### src/rtl/sao_pkg.sv
package sao_pkg;

   typedef enum logic [2:0] {
      FMT_LJ      = 3'd0,
      FMT_RJ_FULL = 3'd1,
      FMT_RJ20    = 3'd2,
      FMT_RJ16    = 3'd3,
      FMT_I2S     = 3'd4
   } fmt_e;

   localparam int NUM_FMT = 5;
   localparam int FMT_SPACE = 8;

   // override wins over the pin code
   function automatic fmt_e fmt_decode(input logic [1:0] sel, input logic ovr);
      fmt_e f;
      if (ovr) f = FMT_I2S;
      else begin
         case (sel)
            2'b00:   f = FMT_LJ;
            2'b01:   f = FMT_RJ_FULL;
            2'b10:   f = FMT_RJ20;
            default: f = FMT_RJ16;
         endcase
      end
      return f;
   endfunction

   function automatic int fmt_bits(input int f, input int sample_w);
      int n;
      case (f)
         2:       n = 20;
         3:       n = 16;
         default: n = sample_w;
      endcase
      return n;
   endfunction

   // slot position carrying the MSB
   function automatic int fmt_first(input int f, input int slot_bits, input int sample_w);
      int s;
      case (f)
         0:       s = 0;
         4:       s = 1;
         default: s = slot_bits - fmt_bits(f, sample_w);
      endcase
      return s;
   endfunction

endpackage

### src/rtl/sao_bitclk.sv
module sao_bitclk #(
   parameter  int HALF_DIV   = 2,
   parameter  int FRAME_BITS = 64,
   localparam int FW         = $clog2(FRAME_BITS)
) (
   input  logic          clk,
   input  logic          rst_n,
   output logic          bclk,
   output logic          fall_stb,
   output logic [FW-1:0] nxt_bit
);
   localparam int DIV = 2 * HALF_DIV;
   localparam int DW  = (DIV > 2) ? $clog2(DIV) : 1;
   localparam logic [DW-1:0] D_LAST = DW'(DIV - 1);
   localparam logic [DW-1:0] D_MID  = DW'(HALF_DIV - 1);

   logic [DW-1:0] dcnt;
   logic [FW-1:0] bit_q;

   assign fall_stb = (dcnt == D_LAST);
   assign nxt_bit  = bit_q + FW'(1);

   always_ff @(posedge clk) begin
      if (!rst_n) begin
         dcnt  <= D_LAST;
         bclk  <= 1'b1;
         bit_q <= FW'(FRAME_BITS - 1);
      end else if (fall_stb) begin
         dcnt  <= '0;
         bclk  <= 1'b0;
         bit_q <= nxt_bit;
      end else begin
         dcnt <= dcnt + DW'(1);
         if (dcnt == D_MID) bclk <= 1'b1;
      end
   end
endmodule

### src/rtl/sao_frame_latch.sv
module sao_frame_latch
   import sao_pkg::*;
#(
   parameter int SAMPLE_W = 24
) (
   input  logic                clk,
   input  logic                rst_n,
   input  logic                load,
   input  fmt_e                fmt_in,
   input  logic [SAMPLE_W-1:0] l_in,
   input  logic [SAMPLE_W-1:0] r_in,
   input  logic                vl_in,
   input  logic                vr_in,
   output fmt_e                fmt_cur,
   output logic [SAMPLE_W-1:0] l_cur,
   output logic [SAMPLE_W-1:0] r_cur,
   output logic                vl_cur,
   output logic                vr_cur
);
   fmt_e                fmt_q;
   logic [SAMPLE_W-1:0] l_q, r_q;
   logic                vl_q, vr_q;

   always_ff @(posedge clk) begin
      if (!rst_n) begin
         fmt_q <= FMT_LJ;
         l_q   <= '0;
         r_q   <= '0;
         vl_q  <= 1'b0;
         vr_q  <= 1'b0;
      end else if (load) begin
         fmt_q <= fmt_in;
         l_q   <= l_in;
         r_q   <= r_in;
         vl_q  <= vl_in;
         vr_q  <= vr_in;
      end
   end

   // the frame's first bit already uses the fresh values
   assign fmt_cur = load ? fmt_in : fmt_q;
   assign l_cur   = load ? l_in   : l_q;
   assign r_cur   = load ? r_in   : r_q;
   assign vl_cur  = load ? vl_in  : vl_q;
   assign vr_cur  = load ? vr_in  : vr_q;
endmodule

### src/rtl/sao_slot_mux.sv
module sao_slot_mux
   import sao_pkg::*;
#(
   parameter  int SAMPLE_W  = 24,
   parameter  int SLOT_BITS = 32,
   localparam int PW        = $clog2(SLOT_BITS),
   localparam int IW        = $clog2(SAMPLE_W)
) (
   input  fmt_e                fmt,
   input  logic [SAMPLE_W-1:0] smp,
   input  logic [PW-1:0]       pos,
   output logic                bit_o
);
   logic [FMT_SPACE-1:0] cand;

   for (genvar f = 0; f < FMT_SPACE; f++) begin : g_fmt
      if (f < NUM_FMT) begin : g_used
         localparam int FIRST = fmt_first(f, SLOT_BITS, SAMPLE_W);
         localparam int NBITS = fmt_bits(f, SAMPLE_W);
         logic          cand_b;
         logic [IW-1:0] idx;
         int            off;
         always_comb begin
            off    = int'(pos) - FIRST;
            idx    = IW'(SAMPLE_W - 1 - off);
            cand_b = 1'b0;
            if (off >= 0 && off < NBITS) cand_b = smp[idx];
         end
         assign cand[f] = cand_b;
      end else begin : g_unused
         assign cand[f] = 1'b0;
      end
   end

   assign bit_o = cand[fmt];
endmodule

### src/rtl/sao_formatter.sv
module sao_formatter
   import sao_pkg::*;
#(
   parameter int SAMPLE_W  = 24,
   parameter int SLOT_BITS = 32,
   parameter int HALF_DIV  = 2
) (
   input  logic                clk,
   input  logic                rst_n,
   input  logic [SAMPLE_W-1:0] smp_l,
   input  logic [SAMPLE_W-1:0] smp_r,
   input  logic [1:0]          fmt_sel,
   input  logic                i2s_ovr,
   input  logic                err,
   input  logic                vld_l,
   input  logic                vld_r,
   input  logic                vmode,
   output logic                bclk,
   output logic                wclk,
   output logic                dout,
   output logic                dout2
);
   localparam int FRAME_BITS = 2 * SLOT_BITS;
   localparam int FW         = $clog2(FRAME_BITS);
   localparam int PW         = $clog2(SLOT_BITS);

   if (SAMPLE_W < 20) begin : g_bad_width
      $error("SAMPLE_W must cover the 20-bit layout");
   end
   if (SLOT_BITS < SAMPLE_W + 1) begin : g_bad_slot
      $error("SLOT_BITS must exceed SAMPLE_W for the one-bit lag layout");
   end
   if ((1 << PW) != SLOT_BITS) begin : g_bad_pow2
      $error("SLOT_BITS must be a power of two");
   end
   if (HALF_DIV < 1) begin : g_bad_div
      $error("HALF_DIV must be at least 1");
   end

   logic                fall_stb;
   logic [FW-1:0]       nxt_bit;
   logic [PW-1:0]       pos;
   logic                second_slot;
   fmt_e                fmt_now, fmt_cur;
   logic [SAMPLE_W-1:0] l_cur, r_cur, chan_smp;
   logic                vl_cur, vr_cur, chan_vld, is_left;
   logic                ser_bit, en_q, en_nx;

   sao_bitclk #(.HALF_DIV(HALF_DIV), .FRAME_BITS(FRAME_BITS)) u_bitclk (
      .clk      (clk),
      .rst_n    (rst_n),
      .bclk     (bclk),
      .fall_stb (fall_stb),
      .nxt_bit  (nxt_bit)
   );

   assign pos         = nxt_bit[PW-1:0];
   assign second_slot = nxt_bit[FW-1];
   assign fmt_now     = fmt_decode(fmt_sel, i2s_ovr);

   sao_frame_latch #(.SAMPLE_W(SAMPLE_W)) u_latch (
      .clk     (clk),
      .rst_n   (rst_n),
      .load    (fall_stb && (nxt_bit == '0)),
      .fmt_in  (fmt_now),
      .l_in    (smp_l),
      .r_in    (smp_r),
      .vl_in   (vld_l),
      .vr_in   (vld_r),
      .fmt_cur (fmt_cur),
      .l_cur   (l_cur),
      .r_cur   (r_cur),
      .vl_cur  (vl_cur),
      .vr_cur  (vr_cur)
   );

   // I2S puts right channel in the first slot
   assign is_left  = (fmt_cur == FMT_I2S) ? second_slot : !second_slot;
   assign chan_smp = is_left ? l_cur  : r_cur;
   assign chan_vld = is_left ? vl_cur : vr_cur;

   sao_slot_mux #(.SAMPLE_W(SAMPLE_W), .SLOT_BITS(SLOT_BITS)) u_mux (
      .fmt   (fmt_cur),
      .smp   (chan_smp),
      .pos   (pos),
      .bit_o (ser_bit)
   );

   assign en_nx = !err && (en_q || (pos == '0));

   always_ff @(posedge clk) begin
      if (!rst_n) begin
         en_q  <= 1'b0;
         wclk  <= 1'b0;
         dout  <= 1'b0;
         dout2 <= 1'b0;
      end else if (fall_stb) begin
         en_q  <= en_nx;
         wclk  <= !second_slot;
         dout  <= en_nx && ser_bit;
         dout2 <= en_nx && (vmode ? chan_vld : ser_bit);
      end
   end
endmodule

### config.mk
export PLATFORM = sky130hd
export DESIGN_NAME = sao_formatter
export DESIGN_NICKNAME = d
export VERILOG_FILES = /design/src/rtl/sao_pkg.sv /design/src/rtl/sao_bitclk.sv /design/src/rtl/sao_frame_latch.sv /design/src/rtl/sao_slot_mux.sv /design/src/rtl/sao_formatter.sv
export SDC_FILE = /design/constraint.sdc
export NUM_CORES = 1
export LEC_CHECK = 0
export ABC_AREA = 1
export BUFFER_PORTS_ARGS = -buffer_cell sky130_fd_sc_hd__clkbuf_2
export CAP_MARGIN = 20
export CORE_ASPECT_RATIO = 1.1
export CORE_MARGIN = 2
export CORE_UTILIZATION = 25
export CTS_CLUSTER_SIZE = 24
export DETAILED_ROUTE_END_ITERATION = 16
export HOLD_SLACK_MARGIN = 0.08
export PLACE_DENSITY = 0.44
export SLEW_MARGIN = 20
export SYNTH_ARGS = -nofsm -noshare
export SYNTH_HDL_FRONTEND = slang
export SYNTH_HIERARCHICAL = 1
export SYNTH_SLANG_ARGS = --single-unit
### constraint.sdc
create_clock -name clk -period 4.4 [get_ports clk]
set_clock_uncertainty 0.1 [all_clocks]
set_input_delay 0.44 -clock clk [delete_from_list [all_inputs] [get_ports clk]]
set_output_delay 0.44 -clock clk [all_outputs]
set_load 0.01 [all_outputs]
* Yosys cells after proc, flatten, opt, wreduce, memory -nomap -nowiden
Index checks and enable logic that the tools add are counted.
** Word-level totals
- Register bits after elaboration :: 66
- Output and inout port bits :: 4
- Logic and storage cells :: 91
** Operators by class
- Eq/ne operators :: 5
- Multiplexer cells :: 31
- Reduce and logical (&&, ||, !) cells :: 16
- $add $sub $neg :: 11
- Order comparisons :: 16
** Operators by type and width (number)
- $mux W24 :: 3
- $lt A5 B6 Y1 const B :: 5
- $bmux W1 S5 :: 5
- $sub A5 B5 Y5 const A :: 5
- $ge A6 B1 Y1 const B :: 4
- $lt A6 B6 Y1 const B :: 4
- $mux W1 :: 18
- $sub A5 B4 Y6 const B :: 2
- $logic_and A1 B1 Y1 :: 9
- $add A6 B1 Y6 const B :: 1
- $logic_not A6 Y1 :: 1
- $mux W3 :: 2
- $pmux W2 S3 :: 1
- $sub A5 B1 Y6 const B :: 1
- $sub A5 B5 Y6 const B :: 1
- $ge A5 B1 Y1 const B :: 1
- $logic_not A5 Y1 :: 1
- $lt A5 B5 Y1 const B :: 1
- $eq A2 B1 Y1 const B :: 2
- $eq A2 B2 Y1 const B :: 2
- $lt A3 B4 Y1 const B :: 1
- $bmux W1 S3 :: 1
- $eq A3 B3 Y1 const B :: 1
- $add A2 B1 Y2 const B :: 1
- 5 further kinds :: 6

* Longest topological paths before layout
Gate-level depths: netlist of the first run.
- Depth in word-level cells :: 14
- Depth in mapped cells :: 34

* Hierarchy
The synthesis of the first run kept the hierarchy.
** Modules (own cells, without submodules)
- sao_frame_latch :: area each 2576.2 µm², instances 1, cells each 442
- sao_slot_mux :: area each 875.8 µm², instances 1, cells each 178
- sao_formatter :: area each 648.1 µm², instances 1, cells each 72
- sao_bitclk :: area each 415.4 µm², instances 1, cells each 52

* Worst setup path before layout of the first run
Ideal clock, no wire load.
- Path type :: reg-to-reg
- Start :: register u_bitclk.bit_q[1]
- End :: register dout2
- Stages on the path, launching flop included :: 34
- Setup slack :: 0.693 ns
- Arrival time :: 3.493 ns
- Period minus slack after synthesis :: 3.707 ns
- Buffers on the path :: 3
- Setup time :: 0.114 ns
- Cells stage by stage :: dfxtp_1 ha_1 nand3_1 xor2_1 inv_1 nand3_1 nor2_1 buf_6 buf_2 nand2_1 nand2_1 inv_1 nor2_2 nand2_1 nand2_2 nand2_4 buf_12 mux2_4 nand2_1 nand3_1 nand2_1 nand2_1 nand2_1 nand2_1 nand2_2 nand2_1 nand2_1 nand3_1 nand3_1 nand2_1 nand4_1 nand2_1 nor2_1 nor2_1
** On the way
- Cells in the longest elaborated chain, start to end :: 14
** RTL lines
- from (decl) :: line sao_bitclk.sv:18 : logic [FW-1:0] bit_q;
- from (signal assigned) :: line sao_bitclk.sv:27 : bit_q <= FW'(FRAME_BITS - 1);
- from (signal assigned) :: line sao_bitclk.sv:31 : bit_q <= nxt_bit;
- $add A6 B1 Y6 (*) :: line sao_bitclk.sv:21 : assign nxt_bit = bit_q + FW'(1);
- named net nxt_bit[4] :: line sao_formatter.sv:41 : logic [FW-1:0] nxt_bit;
- $logic_not A6 Y1 (*) :: line sao_formatter.sv:64 : .load (fall_stb && (nxt_bit == '0)),
- $logic_and A1 B1 Y1 (*) :: line sao_formatter.sv:64
- $mux W3 (*) :: line sao_frame_latch.sv:41 : assign fmt_cur = load ? fmt_in : fmt_q;
- named net fmt_cur[1] :: line sao_formatter.sv:44 : fmt_e fmt_now, fmt_cur;
- $eq A3 B3 Y1 (*) :: line sao_formatter.sv:78 : assign is_left = (fmt_cur == FMT_I2S) ? second_slot : !second_slot;
- $mux W1 (*) :: line sao_formatter.sv:78
- [... 1 more ...]
- named net chan_smp[10] :: line sao_formatter.sv:45 : logic [SAMPLE_W-1:0] l_cur, r_cur, chan_smp;
- $bmux W1 S5 :: line sao_slot_mux.sv:27 : if (off >= 0 && off < NBITS) cand_b = smp[idx];
- $mux W1 (implied by the code) :: line sao_slot_mux.sv:27
- $mux W1 :: line sao_slot_mux.sv:27
- $bmux W1 S3 (*) :: line sao_slot_mux.sv:35 : assign bit_o = cand[fmt];
- $mux W1 (implied by the code) (*) :: line sao_slot_mux.sv:35
- named net ser_bit :: line sao_formatter.sv:47 : logic ser_bit, en_q, en_nx;
- $mux W1 (*) :: line sao_formatter.sv:101 : dout2 <= en_nx && (vmode ? chan_vld : ser_bit);
- $logic_and A1 B1 Y1 (*) :: line sao_formatter.sv:101
- to (signal assigned) :: line sao_formatter.sv:101
- to (decl) :: line sao_formatter.sv:21 : output logic dout2
The timed path passes the listed nets; every way through them passes the cells marked *. The select of a mux whose other input is x is not followed.
A chain may end at the register's enable or synchronous reset.

* Worst setup path after layout of the first run
Ends and elaborated chain as after synthesis.

==> out/results.tsv, run 1 <==
stage	metric	value	unit
clock_tree	TritonCTS Buffers	9	
clock_tree	H-tree lvl count	3	
setup_path	CP max stage cell	dfxtp_1	
floorplan	Site Rows	51	
power	Internal Power	1.55	mW
drt	routed vias/inst	3.93	
layout	fin nets	870	
job	Max-Cap Viols	0	
power	Peak VDD IR	0.215	mV
sta	Setup-failing EPs final	0	
sta	min cycle time layout	3820	ps
grt	GRT Overall Usage	12.0	%
clock_tree	worst skew pair latency	340	ps
setup_path	Setup crit end kind	flip-flop	
sta	final hold viol count	0	
sta	Total Neg Setup Slack	0	ps
layout	most common cell after layout, fill and taps aside	nand2_1	
setup_path	Req. time, crit path	4530	ps
run_status	run status	complete, no violations	
synthesis	Post-Synthesis Cells	744	
drt	DRC	0	
setup_path	crit-path max cell delay	390	ps
sta	worst hold margin	279	ps
sta	worst slew pin tran	975	ps
setup_path	Crit path arrival time	3950	ps
synthesis	Mean Syn Cell Area	6.07	sq um
power	Sequential Power Share	26.7	%
floorplan	DIE WIDTH	132	microns
clock_tree	clock-pin slew on the worst setup and hold paths	50	ps
grt	initial antenna violation count	0	
power	Combinational Power Share	39.4	%
grt	GRT Residual Overflow	0	
synthesis	sequential share of the synthesized area	29.3	%
power	net switching power	0.892	mW
setup_path	critical path class	flip-flop to flip-flop	
floorplan	initial core utilization	25.5	%
power	static leakage	3.26	nW
sta	RSZ-0062 raised after global routing	no	
clock_tree	TritonCTS clock tree	built	
drt	routed via count	4114	
drt	final wirelength	10800	microns
setup_path	Critical Path Source Type	flip-flop	
grt	global-route wire length before repair	18500	microns
power	Clk pwr share	34.0	%
drt	Avg WL per Cell	10.3	microns
placement	DPL Wire Length	8130	microns
sta	Slew headroom	35.0	%
drt	DRT Pass-1 Iters	6	
grt	vias in the first global route	3864	
setup_path	critical path peak fanout	13	
layout	number of antenna diodes	0	
layout	most frequent cells in the layout	272 x nand2_1, 186 x inv_1, 66 x nor2_1, 66 x dfxtp_1, 60 x clkbuf_2	
clock_tree	Clock Sinks	66	
synthesis	Synth warnings	6	
power	sw frac	36.5	%
layout	share of layout cells above drive strength 1	16.2	%
clock_tree	post_cts resized	0	
synthesis	unique cell type count in the Yosys netlist	30	
synthesis	flop and latch count out of synthesis	66	
floorplan	Die ar.	0.0192	sq mm
sta	fin crit share	86.8	%
setup_path	CP most frequent cell	nand2_1	
layout	area grow syn2layout	18.3	%
sta	Max Clock Freq	0.262	GHz
grt	largest net degree at the start of global routing	54	
power	Power Density	458	mW/mm^2
synthesis	area of the mapped netlist	0.00452	sq mm
drt	Iter 0 DRT Violations	146	
sta	Pins Over Slew Limit	0	
synthesis	Syn Nets	811	
placement	GP Congestion	0.810	
drt	number of antenna-violating nets in the routed design	0	
placement	buffers added on ports	60	
floorplan	IO Pins	61	
hold_path	Hold Crit Class	primary input to flip-flop	
floorplan	core area	0.0177	sq mm
clock_tree	clk buf depth	2	
clock_tree	clk root buf	clkbuf_16	
clock_tree	Post-CTS Setup Inserts	0	
floorplan	Die H	145	microns
clock_tree	Hold-fix buffers, CTS	0	
power	Pwr Total	2.45	mW
[logic make-up (layout without fill, tap and decap cells)]
| family | Yosys count | count (layout) | synth area share, % |
|---|---|---|---|
| flops | 66 | 66 | 29.3 |
| mux | 24 | 24 | 7.65 |
| buf+inv | 217 | 281 | 21.2 |
| xor+xnor | 6 | 6 | 1.16 |
| fa+ha+maj | 10 | 10 | 2.77 |
| simple gates | 403 | 403 | 35.8 |
| compound gates | 18 | 18 | 2.16 |
[flip-flops by register name, indices dropped and copies added (netlist names)]
| name | count |
|---|---|
| dout | 1 |
| dout2 | 1 |
| en_q | 1 |
| u_bitclk/bclk | 1 |
| u_bitclk/bit_q | 6 |
| u_bitclk/dcnt | 2 |
| u_latch/fmt_q | 3 |
| u_latch/l_q | 24 |
| u_latch/r_q | 24 |
| u_latch/vl_q | 1 |
| u_latch/vr_q | 1 |
| wclk | 1 |
[metrics by stage]
step	utilization [%]	setup slack (ps)	std cells	area, sq um
CTS	30.2	554	1046	5340
global placement	28.3	611	1030	5000
global route	30.2	48.3	1046	5340
detailed placement	28.3	572	1030	5000
floorplan	-	693	744	4520
finish	30.2	579	1046	5340
[worst max-delay path, delay by kind of cell, from the launching register on]
| family | cells | cell delay [ps] |
|---|---|---|
| AND/OR/NAND/NOR | 24 | 2220 |
| flip-flops | 1 | 390 |
| buffers and inverters | 3 | 330 |
| multiplexers | 1 | 310 |
| adder cells (fa/ha/maj) | 1 | 210 |
| XOR/XNOR | 1 | 170 |
[cell type report]
| class | count | area, sq um |
|---|---|---|
| clock buffers | 9 | 225 |
| clock inverters | 7 | 118 |
| fillers | 2049 | 12300 |
| inverters | 193 | 734 |
| multi-input cells | 461 | 2240 |
| flip-flops and latches | 66 | 1320 |
| well taps | 238 | 298 |
| repair buffers | 72 | 403 |
[Yosys cell counts, drive strengths merged]
library cell	count	share of area (%)
and2	1	0.14
xnor2	1	0.19
a21oi	11	1.2
buf	20	4.6
mux2	24	7.6
nor2	68	5.7
clkbuf	4	0.33
nand3	52	5.9
dfxtp	66	29
nand4	1	0.14
or2	1	0.14
o21ai	5	0.55
o22ai	1	0.14
xor2	5	0.97
ha	10	2.8
o21bai	1	0.25
nor3	1	0.11
inv	193	16
nand2	279	24
[routing by layer]
| layer | wire length [microns] | GRT usage [%] | part of all wire (%) | vias to the layer above |
|---|---|---|---|---|
| met5 | 0 | 0 | 0 | - |
| met4 | 188 | 5.05 | 1.7 | 0 |
| met3 | 354 | 2.13 | 3.3 | 12 |
| met2 | 4720 | 18.6 | 44 | 64 |
| met1 | 5560 | 16.3 | 51 | 1779 |
| li1 | - | - | - | 2259 |
[path summary, 6_finish.rpt]
check                                 start                         end  slack (ps)  cells past startpoint
max          u_bitclk/bit_q[1]$_SDFFE_PN1P_          dout2$_SDFFE_PN0P_         580                     30
min                                   rst_n  u_bitclk/bclk$_SDFFE_PN1P_         280                      2
max reg2reg  u_bitclk/bit_q[1]$_SDFFE_PN1P_          dout2$_SDFFE_PN0P_         580                     30
min reg2reg               dout$_SDFFE_PN0P_           dout$_SDFFE_PN0P_         370                      2
[power by group through the flow]
stage	Clock, mW	Sequential [mW]	Combinational (mW)
after floorplan	0	0.662	0.754
after global placement	0	0.665	0.978
after detailed placement	0	0.665	0.965
after CTS	0.850	0.652	0.971
after global routing	0.878	0.655	1.10
final	0.830	0.652	0.964
Note: power is estimated with default switching activity, not from simulation.
==> run 2: changes to the inputs <==
--- a/config.mk
+++ b/config.mk
@@ -10,11 +10,11 @@
 export CAP_MARGIN = 20
 export CORE_ASPECT_RATIO = 1.1
 export CORE_MARGIN = 2
-export CORE_UTILIZATION = 25
+export CORE_UTILIZATION = 45
 export CTS_CLUSTER_SIZE = 24
 export DETAILED_ROUTE_END_ITERATION = 16
 export HOLD_SLACK_MARGIN = 0.08
-export PLACE_DENSITY = 0.44
+export PLACE_DENSITY = 0.68
 export SLEW_MARGIN = 20
 export SYNTH_ARGS = -nofsm -noshare
 export SYNTH_HDL_FRONTEND = slang
==> run 2 against run 1 <==
Compared with the run above:
- global-route usage increased by 6.8 points
- total power decreased by 17%
- non-clock buffer count decreased by 4
- clock-buffer cell count increased by 1
- routed wire length decreased by 11%
- clock power decreased by 47%
- combinational power decreased by 2.6%
- critical path depth unchanged
- first-iteration DRC count increased by 18%
==> out/results.tsv, run 2 (synthesized netlist as in run 1, its figures left out) <==
stage	metric	value	unit
clock_tree	Hold-fix buffers, CTS	0	
hold_path	Hold Crit Class	primary input to flip-flop	
floorplan	core area	0.00979	sq mm
placement	placed instance area	0.00481	sq mm
job	Max-Cap Viols	0	
layout	share of layout cells above drive strength 1	15.6	%
sta	Max Clock Freq	0.253	GHz
layout	Final Cell Area	0.00498	sq mm
run_status	run status	complete, no violations	
floorplan	initial core utilization	46.1	%
power	Peak VDD IR	0.189	mV
setup_path	Critical Path Source Type	flip-flop	
sta	Total Neg Setup Slack	0	ps
clock_tree	clk root buf	clkbuf_8	
drt	final wirelength	9630	microns
placement	Cells after DPL	908	
clock_tree	TritonCTS clock tree	built	
setup_path	CP max stage cell	dfxtp_1	
sta	final hold viol count	0	
placement	GP Congestion	0.892	
drt	DRC	0	
clock_tree	Clock Sinks	66	
layout	number of antenna diodes	0	
placement	DPL Wire Length	7050	microns
grt	largest net degree at the start of global routing	54	
layout	Sequential Area	0.00132	sq mm
setup_path	buffers and inverters on the worst path	3	
power	static leakage	3.15	nW
grt	initial antenna violation count	0	
drt	DRT Pass-1 Iters	5	
layout	most common cell after layout, fill and taps aside	nand2_1	
layout	biggest regs	u_latch/l_q: 24 flops, u_latch/r_q: 24 flops, u_bitclk/bit_q: 6 flops	
drt	routed via count	4157	
setup_path	Crit path arrival time	4090	ps
power	Power Density	407	mW/mm^2
layout	area grow syn2layout	10.2	%
floorplan	DIE WIDTH	99.5	microns
layout	most frequent cells in the layout	272 x nand2_1, 186 x inv_1, 66 x nor2_1, 66 x dfxtp_1, 60 x clkbuf_2	
clock_tree	worst skew pair latency	340	ps
sta	Setup-failing EPs final	0	
setup_path	CP most frequent cell	nand2_1	
sta	Slew headroom	38.7	%
layout	area of the multi-input gates	0.00225	sq mm
power	Pwr Total	2.03	mW
layout	final cell utilization of the core	50.8	%
sta	RSZ-0062 raised after global routing	no	
drt	number of antenna-violating nets in the routed design	0	
setup_path	crit-path max cell delay	390	ps
clock_tree	H-tree lvl count	3	
setup_path	Req. time, crit path	4530	ps
placement	buffers added on ports	60	
drt	routed vias/inst	4.51	
floorplan	Die ar.	0.0109	sq mm
floorplan	IO Pins	61	
drt	Iter 0 DRT Violations	172	
sta	Pins Over Slew Limit	0	
placement	Place WS	415	ps
setup_path	critical path peak fanout	25	
sta	fin crit share	89.9	%
setup_path	Crit path max-delay family	simple AND/OR/NAND/NOR gates	
layout	fin nets	866	
clock_tree	clk buf depth	2	
layout	non-filler cells, final	922	
drt	Avg WL per Cell	10.4	microns
layout	filler instances	1030	
sta	min cycle time layout	3950	ps
sta	worst hold margin	275	ps
floorplan	Die H	109	microns
clock_tree	clock-pin slew on the worst setup and hold paths	70	ps
sta	Worst Setup Slack, final	446	ps
clock_tree	TritonCTS Buffers	9	
grt	GRT Residual Overflow	0	
floorplan	Site Rows	38	
setup_path	Setup crit end kind	flip-flop	
grt	vias in the first global route	3930	
sta	worst slew pin tran	920	ps
grt	global-route wire length before repair	16800	microns
grt	GRT Overall Usage	18.8	%
setup_path	critical path class	flip-flop to flip-flop	
[run 2: per-layer routing]
layer | vias up | global-route usage, % | wire (microns)
met5 | - | 0 | 0
met4 | 0 | 5.19 | 95
met3 | 8 | 3.91 | 429
met2 | 87 | 32.3 | 4450
met1 | 1817 | 23.8 | 4660
li1 | 2245 | - | -
[run 2: what timing repair did]
action,in CTS,in global routing
resized for setup,0,1
setup endpoints to repair,0,1
setup buffers,0,0
[run 2: path summary, 6_finish.rpt]
check / depth (start not counted) / startpoint / slack, ps / to
setup reg to reg: 30 / u_bitclk/bit_q[1]$_SDFFE_PN1P_ / 450 / dout2$_SDFFE_PN0P_
hold reg to reg: 2 / dout$_SDFFE_PN0P_ / 370 / dout$_SDFFE_PN0P_
setup / recovery: 30 / u_bitclk/bit_q[1]$_SDFFE_PN1P_ / 450 / dout2$_SDFFE_PN0P_
hold / removal: 2 / rst_n / 270 / u_bitclk/dcnt[1]$_SDFF_PN1_
[run 2: layout make-up]
cell class / count / share of cell area, %
multi-input combinational: 461 / 45.3
sequential: 66 / 26.5
tap: 120 / 3.02
clock inverter: 4 / 0.402
inverter: 193 / 14.8
clock buffer: 10 / 2.77
timing repair buffer: 68 / 7.24
[run 2: worst reg2reg max path: cells and delay by family (launching register included)]
family / cells / cell delay (ps)
flops: 1 / 390
simple gates: 24 / 2330
fa+ha+maj: 1 / 210
buf+inv: 3 / 300
mux: 1 / 350
xor+xnor: 1 / 160
[run 2: report_power, final]
part	leakage, nW	switching [mW]	internal, mW
combinational	2.53	0.587	0.351
clock	0.0875	0.226	0.210
sequential	0.535	0.0187	0.633
total	3.15	0.832	1.19
